===== config.mk =====
export PLATFORM = sky130hd
export DESIGN_NAME = reset_cause_latch
export DESIGN_NICKNAME = d
export VERILOG_FILES = /design/src/rtl/rcl_pkg.sv /design/src/rtl/rcl_decode.sv /design/src/rtl/rcl_flags.sv /design/src/rtl/rcl_resp.sv /design/src/rtl/reset_cause_latch.sv
export SDC_FILE = /design/constraint.sdc
export NUM_CORES = 1
export LEC_CHECK = 0
export BUFFER_PORTS_ARGS = -buffer_cell sky130_fd_sc_hd__buf_2
export CAP_MARGIN = 20
export CORE_UTILIZATION = 40
export CTS_CLUSTER_SIZE = 14
export DETAILED_ROUTE_END_ITERATION = 8
export PLACE_DENSITY_LB_ADDON = 0.08
export SLEW_MARGIN = 40
export SYNTH_ARGS = -nofsm -noshare
export SYNTH_HDL_FRONTEND = slang
export SYNTH_HIERARCHICAL = 1
export SYNTH_SLANG_ARGS = --single-unit

===== constraint.sdc =====
create_clock -name clk -period 1.85 [get_ports clk]
set_input_delay 0.2775 -clock clk [delete_from_list [all_inputs] [get_ports clk]]
set_output_delay 0.2775 -clock clk [all_outputs]
set_load 0.01 [all_outputs]

===== src/rtl/rcl_pkg.sv =====
package rcl_pkg;
  localparam int RCL_DATA_W = 8;
  localparam int RCL_NUM_LV = 3;
  localparam int RCL_FLAG_W = RCL_NUM_LV + 2;
  localparam int RCL_LOW_W  = RCL_DATA_W - RCL_FLAG_W;

  typedef struct packed {
    logic                  valid;
    logic                  ack;
    logic [RCL_DATA_W-1:0] data;
  } rcl_resp_t;

  // Next flag state: a write loads the upper byte field, then any fault clears.
  function automatic logic [RCL_FLAG_W-1:0] rcl_next(
    input logic [RCL_FLAG_W-1:0] cur,
    input logic [RCL_DATA_W-1:0] wbyte,
    input logic                  we,
    input logic [RCL_FLAG_W-1:0] fault
  );
    logic [RCL_FLAG_W-1:0] n;
    n = we ? wbyte[RCL_DATA_W-1 -: RCL_FLAG_W] : cur;
    return n & ~fault;
  endfunction

  // Place flags in the upper bits and zero-fill the low bits.
  function automatic logic [RCL_DATA_W-1:0] rcl_pack(input logic [RCL_FLAG_W-1:0] f);
    return {f, {RCL_LOW_W{1'b0}}};
  endfunction
endpackage


===== src/rtl/rcl_decode.sv =====
module rcl_decode #(
  parameter int SEL_W    = 4,
  parameter int ADDR_W   = 8,
  parameter logic [SEL_W-1:0]  SEL_CODE = 4'b1011,
  parameter logic [ADDR_W-1:0] REG_ADDR = 8'hFF
) (
  input  logic [SEL_W-1:0]  sel,
  input  logic [ADDR_W-1:0] addr,
  input  logic              wr,
  input  logic              rd,
  input  logic              first,
  output logic              rd_hit,
  output logic              wr_hit,
  output logic              wr_accept
);
  logic match;
  always_comb begin
    match     = (sel == SEL_CODE) && (addr == REG_ADDR);
    rd_hit    = match && rd && !wr;
    wr_hit    = match && wr;
    wr_accept = wr_hit && first;
  end
endmodule


===== src/rtl/rcl_flags.sv =====
module rcl_flags
  import rcl_pkg::*;
(
  input  logic                  clk,
  input  logic                  rst_n,
  input  logic                  we,
  input  logic [RCL_DATA_W-1:0] wbyte,
  input  logic [RCL_FLAG_W-1:0] fault,
  output logic [RCL_FLAG_W-1:0] flags_q
);
  logic [RCL_FLAG_W-1:0] flags_d;
  always_comb flags_d = rcl_next(flags_q, wbyte, we, fault);

  always_ff @(posedge clk or negedge rst_n) begin
    if (!rst_n) flags_q <= '0;
    else        flags_q <= flags_d;
  end
endmodule


===== src/rtl/rcl_resp.sv =====
module rcl_resp
  import rcl_pkg::*;
(
  input  logic                  clk,
  input  logic                  rst_n,
  input  logic                  rd_hit,
  input  logic                  wr_hit,
  input  logic                  wr_accept,
  input  logic [RCL_FLAG_W-1:0] flags_q,
  output rcl_resp_t             resp_q
);
  rcl_resp_t resp_d;
  always_comb begin
    resp_d.valid = rd_hit || wr_hit;
    resp_d.ack   = rd_hit || wr_accept;
    resp_d.data  = rd_hit ? rcl_pack(flags_q) : '0;
  end

  always_ff @(posedge clk or negedge rst_n) begin
    if (!rst_n) resp_q <= '0;
    else        resp_q <= resp_d;
  end
endmodule


===== src/rtl/reset_cause_latch.sv =====
module reset_cause_latch
  import rcl_pkg::*;
#(
  parameter int SEL_W  = 4,
  parameter int ADDR_W = 8,
  parameter logic [SEL_W-1:0]  SEL_CODE = 4'b1011,
  parameter logic [ADDR_W-1:0] REG_ADDR = 8'hFF
) (
  input  logic                  clk,
  input  logic                  rst_n,
  input  logic [SEL_W-1:0]      bus_sel,
  input  logic [ADDR_W-1:0]     bus_addr,
  input  logic                  bus_wr,
  input  logic                  bus_rd,
  input  logic                  bus_first,
  input  logic [RCL_DATA_W-1:0] bus_wdata,
  input  logic [RCL_NUM_LV-1:0] lv_fault,
  input  logic                  wd_fault,
  input  logic                  mr_fault,
  output logic                  resp_valid,
  output logic                  resp_ack,
  output logic [RCL_DATA_W-1:0] resp_rdata
);
  logic                  rd_hit, wr_hit, wr_accept;
  logic [RCL_FLAG_W-1:0] fault_vec;
  logic [RCL_FLAG_W-1:0] flags_q;
  rcl_resp_t             resp_q;

  // Monitor 1 goes to the top flag bit, then monitors 2, 3, watchdog, manual.
  for (genvar i = 0; i < RCL_NUM_LV; i++) begin : g_lv_map
    assign fault_vec[RCL_FLAG_W-1-i] = lv_fault[i];
  end
  assign fault_vec[1] = wd_fault;
  assign fault_vec[0] = mr_fault;

  rcl_decode #(
    .SEL_W(SEL_W), .ADDR_W(ADDR_W), .SEL_CODE(SEL_CODE), .REG_ADDR(REG_ADDR)
  ) u_dec (
    .sel(bus_sel), .addr(bus_addr), .wr(bus_wr), .rd(bus_rd), .first(bus_first),
    .rd_hit(rd_hit), .wr_hit(wr_hit), .wr_accept(wr_accept)
  );

  rcl_flags u_flags (
    .clk(clk), .rst_n(rst_n), .we(wr_accept), .wbyte(bus_wdata),
    .fault(fault_vec), .flags_q(flags_q)
  );

  rcl_resp u_resp (
    .clk(clk), .rst_n(rst_n), .rd_hit(rd_hit), .wr_hit(wr_hit),
    .wr_accept(wr_accept), .flags_q(flags_q), .resp_q(resp_q)
  );

  assign resp_valid = resp_q.valid;
  assign resp_ack   = resp_q.ack;
  assign resp_rdata = resp_q.data;
endmodule


**Yosys cells after proc, flatten, opt, wreduce, memory -nomap -nowiden**

Index checks and enable logic that the tools add are counted.

- Bits in registers: 15
- Input port bits: 30
- Word-level logic and storage cells: 18

- Equality and inequality tests: 2
- Muxes and demuxes: 2
- Bitwise logic cells: 2
- Reductions and logical operators: 8

Operators with widths:

| cell | number |
|---|---|
| $eq A8 B8 Y1 const B | 1 |
| $mux W8 | 1 |
| $and A5 B5 Y5 | 1 |
| $logic_and A1 B1 Y1 | 5 |
| $mux W5 | 1 |
| $not A5 Y5 | 1 |
| $eq A4 B4 Y1 const B | 1 |
| $logic_or A1 B1 Y1 | 2 |
| $logic_not A1 Y1 | 1 |

**Logic depth before layout (Yosys ltp)**

Gate-level depths: netlist of the first run.

- Depth in word-level cells: 6
- Gate-level depth with buffers: 5
- Mapped depth without buffers: 4

**By module**

The synthesis of the first run kept the hierarchy.

Modules (own cells, without submodules):

| module | times used | cells an instance | area each (sq um) | sequential area each (sq um) |
|---|---|---|---|---|
| rcl_resp | 1 | 18 | 251.5 | 175.2 |
| rcl_flags | 1 | 16 | 205.2 | 125.1 |
| rcl_decode | 1 | 9 | 87.6 | 0.0 |

**Worst setup path before layout of the first run**

OpenSTA, ideal clock, no wires.

- Path kind: input to register
- Start: input port bus_sel[2]
- End: register u_flags.flags_q[0]
- Arrival time: 1.151 ns
- Data required time: 1.732 ns
- Slack: 0.581 ns
- Stages on the path: 5
- Path through: nand4b_4 nor4_2 buf_6 mux2i_1 nor2_1

- Longest elaborated chain between the ends: 6

Ends and longest elaborated chain:

| element | RTL line | source |
|---|---|---|
| start: declaration | reset_cause_latch.sv:11 | `input logic [SEL_W-1:0] bus_sel,` |
| $eq A4 B4 Y1 | rcl_decode.sv:18 | `match = (sel == SEL_CODE) && (addr == REG_ADDR);` |
| $logic_and A1 B1 Y1 | rcl_decode.sv:18 |  |
| $logic_and A1 B1 Y1 | rcl_decode.sv:20 | `wr_hit = match && wr;` |
| $logic_and A1 B1 Y1 | rcl_decode.sv:21 | `wr_accept = wr_hit && first;` |
| net wr_accept | reset_cause_latch.sv:24 | `logic rd_hit, wr_hit, wr_accept;` |
| $mux W5 | rcl_pkg.sv:21 | `n = we ? wbyte[RCL_DATA_W-1 -: RCL_FLAG_W] : cur;` |
| $and A5 B5 Y5 | rcl_pkg.sv:22 | `return n & ~fault;` |
| net u_flags.flags_d[0] | rcl_flags.sv:11 | `logic [RCL_FLAG_W-1:0] flags_d;` |
| end signal: assignment | rcl_flags.sv:16 | `else flags_q <= flags_d;` |
| end: declaration | rcl_flags.sv:9 | `output logic [RCL_FLAG_W-1:0] flags_q` |

The timed path passes the listed nets, and every way through them passes these cells.

==> flow_summary.yaml, run 1 <==
run_status:
  outcome: "finished clean"
cells_and_area:
  layout.cells.most_common_list: "33 x buf_2, 12 x dfrtp_1, 5 x mux2i_1, 5 x nor2_1, 5 x and2_2"
  seq_area_sq_um: 300
  antenna_cells: 0
  multi_input_comb_area_sq_um: 214
  final-instance-count-excl-fill: 94
  area.growth.synth_to_final_pct: 38.6
  fin_nets: 111
  post_route_cells_drive_above_1_share_pct: 58.8
  commonest_non_fill_non_tap_cell_in_the_layout: "buf_2"
  final.fill_count: 108
timing:
  fin_crit_ps: 1130
  finalHoldViolations: 0
  timing.final.max_slew_violations: 0
  timing.max_slew.rel_slack_pct: 64.7
  post-route-period-util_pct: 60.9
  setup_viol_count_final: 0
  highest_achievable_clock_rate_ghz: 0.888
  grt_setup_unrepaired: "no"
  fin_worst_skew_ps: 0.374
  slew_at_the_pin_closest_to_its_max_slew_limit_ps: 525
  fin_setup_tns_ps: 0
route:
  via_count: 427
  wire_per_inst_microns: 9.83
  drc_errors: 0
  drt.antenna.violating_nets: 0
  routed_wl_microns: 924
  drt_pass1_iterations: 2
  drt-vias-per-instance: 4.54
  drt_iter0_drc: 5
grt:
  first_global_vias: 390
  track_usage_pct: 15.6
  grt_antenna_before_repair: 0
  grt_first_pass_wirelength_microns: 1490
  gr_ovfl_total: 0
  pin_count_of_the_biggest_net_entering_global_routing: 13
floorplan:
  rows: 12
  io_pins: 40
  floorplan.die.height_microns: 38.9
  fp.coreArea_sq_mm: 0.00119
  fp.dieW_microns: 38.9
  floorplan.initialDensity_pct: 45.9
  design.die.area_sq_mm: 0.00151
worst_setup_path:
  timing_worst_setup_path_type: "primary input to flip-flop"
  number_of_cells_on_the_worst_reg_to_reg_path: 1
  critPathLaunchType: "primary input"
  signal_arrival_time_at_the_worst_endpoint_ps: 1330
  cp.buffers_inverters: 1
  worst_ep_required_time_ps: 2050
  element_type_at_the_critical_path_end: "flip-flop"
  crit_path_top_delay_cell: "nor4_2"
  timing.critical_path.slowest_cell_delay_ps: 550
  cpLargestDelayFamily: "simple AND/OR/NAND/NOR gates"
  stages_on_worst_setup_path: 4
  ff2ff_setup_slack_ps: 1180
  critical_path.cell_chain: "buf_2, nand4_1, nor4_2, and2_2"
  worst-path-max-fanout: 7
synthesis:
  yosys_register_bits: 12
  synth.yosys.seq_area_share_pct: 55.2
  synth.lib_cells_used.distinct: 14
  netlist_instances: 43
  synth.yosys.warnings: 6
  cell_area_synth_sq_um: 544
  syn_area_per_cell_sq_um: 12.7
cts:
  postCtsHoldBufs: 1
  cts_root_buffer: "clkbuf_4"
  post_cts.repair.setup_buffers: 0
  clkLatencyLatePin_ps: 260
  numClockSinks: 12
  post_cts.resized_instances: 0
  cts-htree-levels: 1
  clk_transition_reported_paths_ps: 70
  tritoncts: "built"
  ctsLongestPathBuffers: 2
  numCtsBuffers: 3
run:
  timing.max_cap.violations: 0
pwr:
  p_per_area_mw_per_mm2: 672
  static_leak_nw: 0.419
  vdd_ir_drop_max_mv: 0.360
place:
  finalWeightedCongestion: 0.676
  cell_total_after_placement: 89
  port_buffers: 33
min_path:
  holdCritPathClass: "primary input to flip-flop"
  hold_path_depth: 2
path summary, 6_finish.rpt:
| path | startpoint | to |
|---|---|---|
| worst max-delay path | bus_addr[0] | u_resp/resp_q[3]$_DFF_PN0_ |
| worst min-delay path | lv_fault[1] | u_flags/flags_q[3]$_DFF_PN0_ |
| worst max register to register | u_flags/flags_q[4]$_DFF_PN0_ | u_resp/resp_q[7]$_DFF_PN0_ |
| worst min register to register | u_flags/flags_q[2]$_DFF_PN0_ | u_resp/resp_q[5]$_DFF_PN0_ |
| max in group asynchronous | rst_n | u_resp/resp_q[8]$_DFF_PN0_ |
| min in group asynchronous | rst_n | u_resp/resp_q[7]$_DFF_PN0_ |
synth_stat cells (all sizes together):
cell type,instances,area [sq um]
nand2b,1,6.26
nor2,5,18.8
buf,4,33.8
inv,1,3.75
mux2i,5,50.1
nor4,3,37.5
nand4b,1,23.8
nand2,1,3.75
dfrtp,12,300
or2,2,12.5
conb,1,3.75
nand4,2,12.5
and2,5,37.5
per-layer routing:
metal | share of wire [%] | vias to the layer above | track usage [%]
li1 | - | 210 | -
met2 | 48 | 30 | 26.3
met4 | 0.87 | 0 | 10.3
met3 | 10 | 2 | 5.20
met1 | 40 | 185 | 16.3
met5 | 0 | - | 0
final cells by class:
class | count | share of cell area, %
clock buffer | 4 | 4.81
inverter | 1 | 0.498
multi-input combinational | 28 | 28.4
sequential | 12 | 39.8
tap | 14 | 2.32
timing repair buffer | 35 | 24.2
registers in the layout, summed over array words and instances (netlist names):
register and count:
u_flags/flags_q 5, u_resp/resp_q 7
stage by stage:
stage / power (mW) / hold WS (ps) / util [%] / setup slack (ps) / area (sq um)
2_1_floorplan: 0.282 / -18.1 / - / 581 / 552
3_3_place_gp: 0.310 / 165 / 59.7 / 422 / 708
5_1_grt: 0.532 / 146 / 63.6 / 633 / 754
4_1_cts: 0.518 / 140 / 63.6 / 706 / 754
6_report: 0.507 / 151 / 63.6 / 724 / 754
3_5_place_dp: 0.311 / 163 / 59.7 / 424 / 708
kinds of logic after synthesis:
| logic type | count (synthesis) | share of synthesized area (%) |
|---|---|---|
| flops | 12 | 55.2 |
| simple gates | 20 | 28.0 |
| mux | 5 | 9.20 |
| buf+inv | 5 | 6.90 |
| other cells | 1 | 0.689 |
power by group:
| group | switching (mW) | total, mW | leakage, nW | internal [mW] |
|---|---|---|---|---|
| Sequential | 0.00000489 | 0.262 | 0.168 | 0.262 |
| Clock | 0.0814 | 0.201 | 0.0210 | 0.119 |
| Combinational | 0.0201 | 0.0441 | 0.230 | 0.0240 |
| Total | 0.101 | 0.507 | 0.419 | 0.405 |
No activity file was read; power rests on OpenSTA's default activity.
==> run 2: changes to the inputs <==
CORE_UTILIZATION = 38   (was 40)
clock period = 1.05 ns   (was 1.85 ns; I/O delays follow)
==> run 2 against run 1 <==
Against the previous run:
- worst hold slack worse by 120 ps
- first-iteration DRC count up 40%
- global-route usage down 0.40 points
- utilization down 2.4 points
- sequential share of layout area down 2.5 points
- flip-flop and latch count unchanged
- sequential power up 76%
- final area up 6.8%
- worst setup slack worse by 630 ps
- non-clock buffer count up 5
- combinational power up 98%
- clock-buffer cell count unchanged
==> flow_summary.yaml, run 2 (synthesized netlist as in run 1, its figures left out) <==
cells_and_area:
  post_route_cells_drive_above_1_share_pct: 61.2
  commonest_non_fill_non_tap_cell_in_the_layout: "buf_2"
  area.growth.synth_to_final_pct: 48.0
  final_design_area_no_fill_sq_um: 806
  regMostFlops: "u_resp/resp_q"
  largest_register_ffs: 7
  fin_nets: 116
  layout.cells.most_common_list: "33 x buf_2, 12 x dfrtp_1"
  layout.core_utilization_pct: 61.2
  antenna_cells: 0
  biggestRegsByFlops: "u_resp/resp_q: 7 flops, u_flags/flags_q: 5 flops"
pwr:
  power.internal_mw: 0.720
  vdd_ir_drop_max_mv: 0.765
  share_comb_of_total_power_pct: 9.7
  p_per_area_mw_per_mm2: 1120
  netSwitchingFraction_pct: 20.1
  static_leak_nw: 0.453
  power_frac_clock_pct: 39.1
  p_sw_mw: 0.182
  seq_power_share_pct: 51.2
floorplan:
  floorplan.die.height_microns: 39.8
  rows: 13
  fp.coreArea_sq_mm: 0.00132
  fp.dieW_microns: 39.8
  design.die.area_sq_mm: 0.00159
  io_pins: 40
  floorplan.initialDensity_pct: 41.3
grt:
  first_global_vias: 364
  grt_first_pass_wirelength_microns: 1560
  pin_count_of_the_biggest_net_entering_global_routing: 13
  gr_ovfl_total: 0
  grt_antenna_before_repair: 0
  track_usage_pct: 15.2
place:
  port_buffers: 33
  finalWeightedCongestion: 0.706
  dpl_worst_slack_ps: -217
  placed_area_sq_um: 756
timing:
  timing.final.max_slew_violations: 0
  fin_crit_ps: 954
  fin_setup_tns_ps: 0
  grt_setup_unrepaired: "no"
  hold_ws_ps: 32.0
  post-route-period-util_pct: 90.9
  highest_achievable_clock_rate_ghz: 1.05
  fin_worst_skew_ps: 7.66
  setup_viol_count_final: 0
  post-route-worst-setup-slack_ps: 95.8
  finalHoldViolations: 0
route:
  wire_per_inst_microns: 9.73
  drt-vias-per-instance: 4.48
  drt_iter0_drc: 7
  via_count: 448
  drt_pass1_iterations: 4
  drc_errors: 0
  drt.antenna.violating_nets: 0
  routed_wl_microns: 973
worst_setup_path:
  timing_worst_setup_path_type: "primary input to flip-flop"
  element_type_at_the_critical_path_end: "flip-flop"
  worst_ep_required_time_ps: 1210
  critPathLaunchType: "primary input"
  signal_arrival_time_at_the_worst_endpoint_ps: 1120
  worst-path-max-fanout: 6
cts:
  clk_transition_reported_paths_ps: 80
  cts-htree-levels: 1
  ctsLongestPathBuffers: 2
  numCtsBuffers: 3
  post_cts.repair.setup_buffers: 0
  clkLatencyLatePin_ps: 270
  numClockSinks: 12
  cts_root_buffer: "clkbuf_4"
  tritoncts: "built"
min_path:
  holdCritPathClass: "primary input to flip-flop"
run_status:
  outcome: "finished clean"
run:
  timing.max_cap.violations: 0
run 2: critical path, stage by stage:
cell and delay (ps):
buf_2 90, nand4b_4 170, nor4_4 270, buf_6 170
mux2i_1 200, nor2_1 50
run 2: cell type report:
| type | instances | area [sq um] |
|---|---|---|
| Clock buffer | 4 | 36.3 |
| Fill cell | 111 | 512 |
| Inverter | 1 | 3.75 |
| Multi-Input combinational cell | 28 | 223 |
| Sequential cell | 12 | 300 |
| Tap cell | 15 | 18.8 |
| Timing Repair Buffer | 40 | 224 |
run 2: path summary, 6_finish.rpt:
path / start / end / slack, ps / depth (start not counted)
min in group asynchronous: rst_n / u_resp/resp_q[7]$_DFF_PN0_ / 280 / 2
min: mr_fault / u_flags/flags_q[0]$_DFF_PN0_ / 30 / 2
max: bus_sel[2] / u_flags/flags_q[3]$_DFF_PN0_ / 100 / 6
min reg2reg: u_flags/flags_q[1]$_DFF_PN0_ / u_resp/resp_q[4]$_DFF_PN0_ / 490 / 1
max in group asynchronous: rst_n / u_resp/resp_q[6]$_DFF_PN0_ / 560 / 2
max reg2reg: u_flags/flags_q[0]$_DFF_PN0_ / u_resp/resp_q[3]$_DFF_PN0_ / 350 / 1
run 2: timing repair:
item / 4_1_cts / 5_1_grt
gates resized for setup: 0 / 1
endpoints found under the hold margin: 12 / 0
hold buffers: 1 / 0
endpoints found under the setup margin: 0 / 2
run 2: power by group through the flow:
stage	Combinational (mW)	Sequential (mW)	Clock (mW)
floorplan	0.0270	0.471	0
global placement	0.0869	0.471	0
detailed placement	0.0867	0.471	0
CTS	0.0897	0.462	0.361
global route	0.0958	0.462	0.393
finish	0.0873	0.462	0.353
run 2: per-layer routing:
metal  vias up  GRT usage [%]  share of wire, %  routed length, microns
met2        27           23.8                50                     483
met4         0           2.59                 0                       0
li1        220              -                 -                       -
met3         0           6.82               8.2                      80
met5         -              0                 0                       0
met1       201           19.2                42                     409
run 2: per-stage QoR:
step,cells,power [mW]
floorplan,45,0.498
global placement,95,0.558
detailed placement,95,0.558
CTS,100,0.912
global route,100,0.951
finish,100,0.902
==> run 3: changes to the inputs <==
==> constraint.sdc (replaced) <==
create_clock -name clk -period 1.05 [get_ports clk]
set_input_delay 0.21 -clock clk [delete_from_list [all_inputs] [get_ports clk]]
set_output_delay 0.21 -clock clk [all_outputs]
set_load 0.01 [all_outputs]
==> run 3 against run 2 <==
Against the previous run:
- register-to-register slack about the same
- clock skew down 1.8 ps
- clock power about the same
- flip-flop and latch count unchanged
- largest cell class unchanged
- combinational power up 3.1%
==> flow_summary.yaml, run 3 (synthesized netlist as in run 1, its figures left out) <==
pwr:
  static_leak_nw: 0.454
  netSwitchingFraction_pct: 19.9
  seq_power_share_pct: 51.2
  p_sw_mw: 0.180
  power.internal_mw: 0.723
  power_frac_clock_pct: 38.9
  share_comb_of_total_power_pct: 10.0
  vdd_ir_drop_max_mv: 0.756
  p_per_area_mw_per_mm2: 1110
floorplan:
  floorplan.initialDensity_pct: 41.3
  rows: 13
  fp.coreArea_sq_mm: 0.00132
  io_pins: 40
  fp.dieW_microns: 39.8
  design.die.area_sq_mm: 0.00159
  floorplan.die.height_microns: 39.8
cts:
  numCtsBuffers: 3
  cts-htree-levels: 1
  clkLatencyLatePin_ps: 260
  cts_root_buffer: "clkbuf_4"
  numClockSinks: 12
  tritoncts: "built"
  clk_transition_reported_paths_ps: 70
  ctsLongestPathBuffers: 2
  post_cts.repair.setup_buffers: 0
worst_setup_path:
  crit_path_top_delay_cell: "nor4_4"
  element_type_at_the_critical_path_end: "flip-flop"
  number_of_cells_on_the_worst_reg_to_reg_path: 2
  worstReg2RegStart: "u_flags/flags_q[4]$_DFF_PN0_"
  timing_worst_setup_path_type: "primary input to flip-flop"
  cpMostUsedCell: "buf_6"
  timing.critical_path.slowest_cell_delay_ps: 270
  worst_ep_required_time_ps: 1210
  critPathLaunchType: "primary input"
  stages_on_worst_setup_path: 6
  signal_arrival_time_at_the_worst_endpoint_ps: 1170
  cpLargestDelayFamily: "simple AND/OR/NAND/NOR gates"
  worst_setup_path_startpoint: "bus_sel[2]"
  cp.buffers_inverters: 2
  worst-path-max-fanout: 6
  critical_path.cell_chain: "buf_6, nand4b_4, nor4_4, buf_6, mux2i_1, nor2_1"
timing:
  setup_viol_count_final: 0
  fin_worst_skew_ps: 5.87
  hold_ws_ps: 83.3
  grt_setup_unrepaired: "yes"
  post-route-period-util_pct: 96.0
  timing.final.max_slew_violations: 0
  fin_crit_ps: 1010
  highest_achievable_clock_rate_ghz: 0.992
  finalHoldViolations: 0
route:
  routed_wl_microns: 988
  drt_pass1_iterations: 2
  wire_per_inst_microns: 9.88
  drt_iter0_drc: 5
  drc_errors: 0
  via_count: 448
  drt-vias-per-instance: 4.48
  drt.antenna.violating_nets: 0
cells_and_area:
  commonest_non_fill_non_tap_cell_in_the_layout: "buf_2"
  regMostFlops: "u_resp/resp_q"
  fin_nets: 116
  biggestRegsByFlops: "u_resp/resp_q: 7 flops, u_flags/flags_q: 5 flops"
  layout.cells.most_common_list: "32 x buf_2, 12 x dfrtp_1"
  post_route_cells_drive_above_1_share_pct: 61.2
  antenna_cells: 0
  largest_register_ffs: 7
  final_design_area_no_fill_sq_um: 812
  area.growth.synth_to_final_pct: 49.2
grt:
  track_usage_pct: 15.2
  first_global_vias: 364
  pin_count_of_the_biggest_net_entering_global_routing: 13
  grt_first_pass_wirelength_microns: 1560
  gr_ovfl_total: 0
  grt_antenna_before_repair: 0
min_path:
  hp-start: "lv_fault[1]"
  hold_path_depth: 2
  holdCritPathClass: "primary input to flip-flop"
place:
  placed_area_sq_um: 756
  port_buffers: 33
  finalWeightedCongestion: 0.706
run:
  timing.max_cap.violations: 0
run_status:
  outcome: "finished clean"
[run 3: worst paths after layout]
path	endpoint	slack [ps]
min in group asynchronous	u_resp/resp_q[7]$_DFF_PN0_	330
worst max-delay path	u_flags/flags_q[3]$_DFF_PN0_	40
max in group asynchronous	u_resp/resp_q[8]$_DFF_PN0_	500
worst min-delay path	u_flags/flags_q[3]$_DFF_PN0_	80
worst min register to register	u_resp/resp_q[4]$_DFF_PN0_	490
worst max register to register	u_flags/flags_q[4]$_DFF_PN0_	350
[run 3: layout make-up]
type | count | area (sq um)
clock buffer | 4 | 36.3
fill | 113 | 505
inverter | 1 | 3.75
multi-input combinational | 28 | 223
sequential | 12 | 300
tap | 15 | 18.8
timing repair buffer | 40 | 230
[run 3: what timing repair did]
| item | in CTS | in global routing |
|---|---|---|
| hold buffers | 1 | 0 |
| gates resized for setup | 0 | 2 |
| endpoints found under the hold margin | 12 | 0 |
| endpoints found under the setup margin | 0 | 5 |
[run 3: power by group through the flow]
stage,clock (mW),sequential [mW],combinational (mW)
after floorplan,0,0.471,0.0270
after CTS,0.361,0.462,0.0897
after global routing,0.393,0.462,0.0984
final,0.351,0.462,0.0900
after global placement,0,0.471,0.0869
after detailed placement,0,0.471,0.0867
[run 3: worst reg2reg max path: cells and delay by family (launching register included)]
kind             cells  cell delay [ps]
DFF                  1              390
and+or+nand+nor      1               70
muxes                1              140
[run 3: per-layer routing]
metal / vias up / part of all wire (%) / wire length [microns] / track usage [%]
met4: 0 / 0 / 0 / 2.59
met1: 202 / 42 / 416 / 19.2
met2: 25 / 50 / 497 / 23.8
li1: 221 / - / - / -
met3: 0 / 7.4 / 73 / 6.82
met5: - / 0 / 0 / 0
[run 3: metrics by stage]
step | setup WS (ps) | cells | power [mW] | TNS, ps | util (%)
floorplan | -133 | 45 | 0.498 | -784 | -
global placement | -243 | 95 | 0.558 | -2530 | 57.4
detailed placement | -270 | 95 | 0.558 | -2730 | 57.4
CTS | 24.7 | 100 | 0.912 | 0 | 60.9
global route | -30.5 | 100 | 0.953 | -33.5 | 61.6
finish | 41.5 | 100 | 0.902 | 0 | 61.6
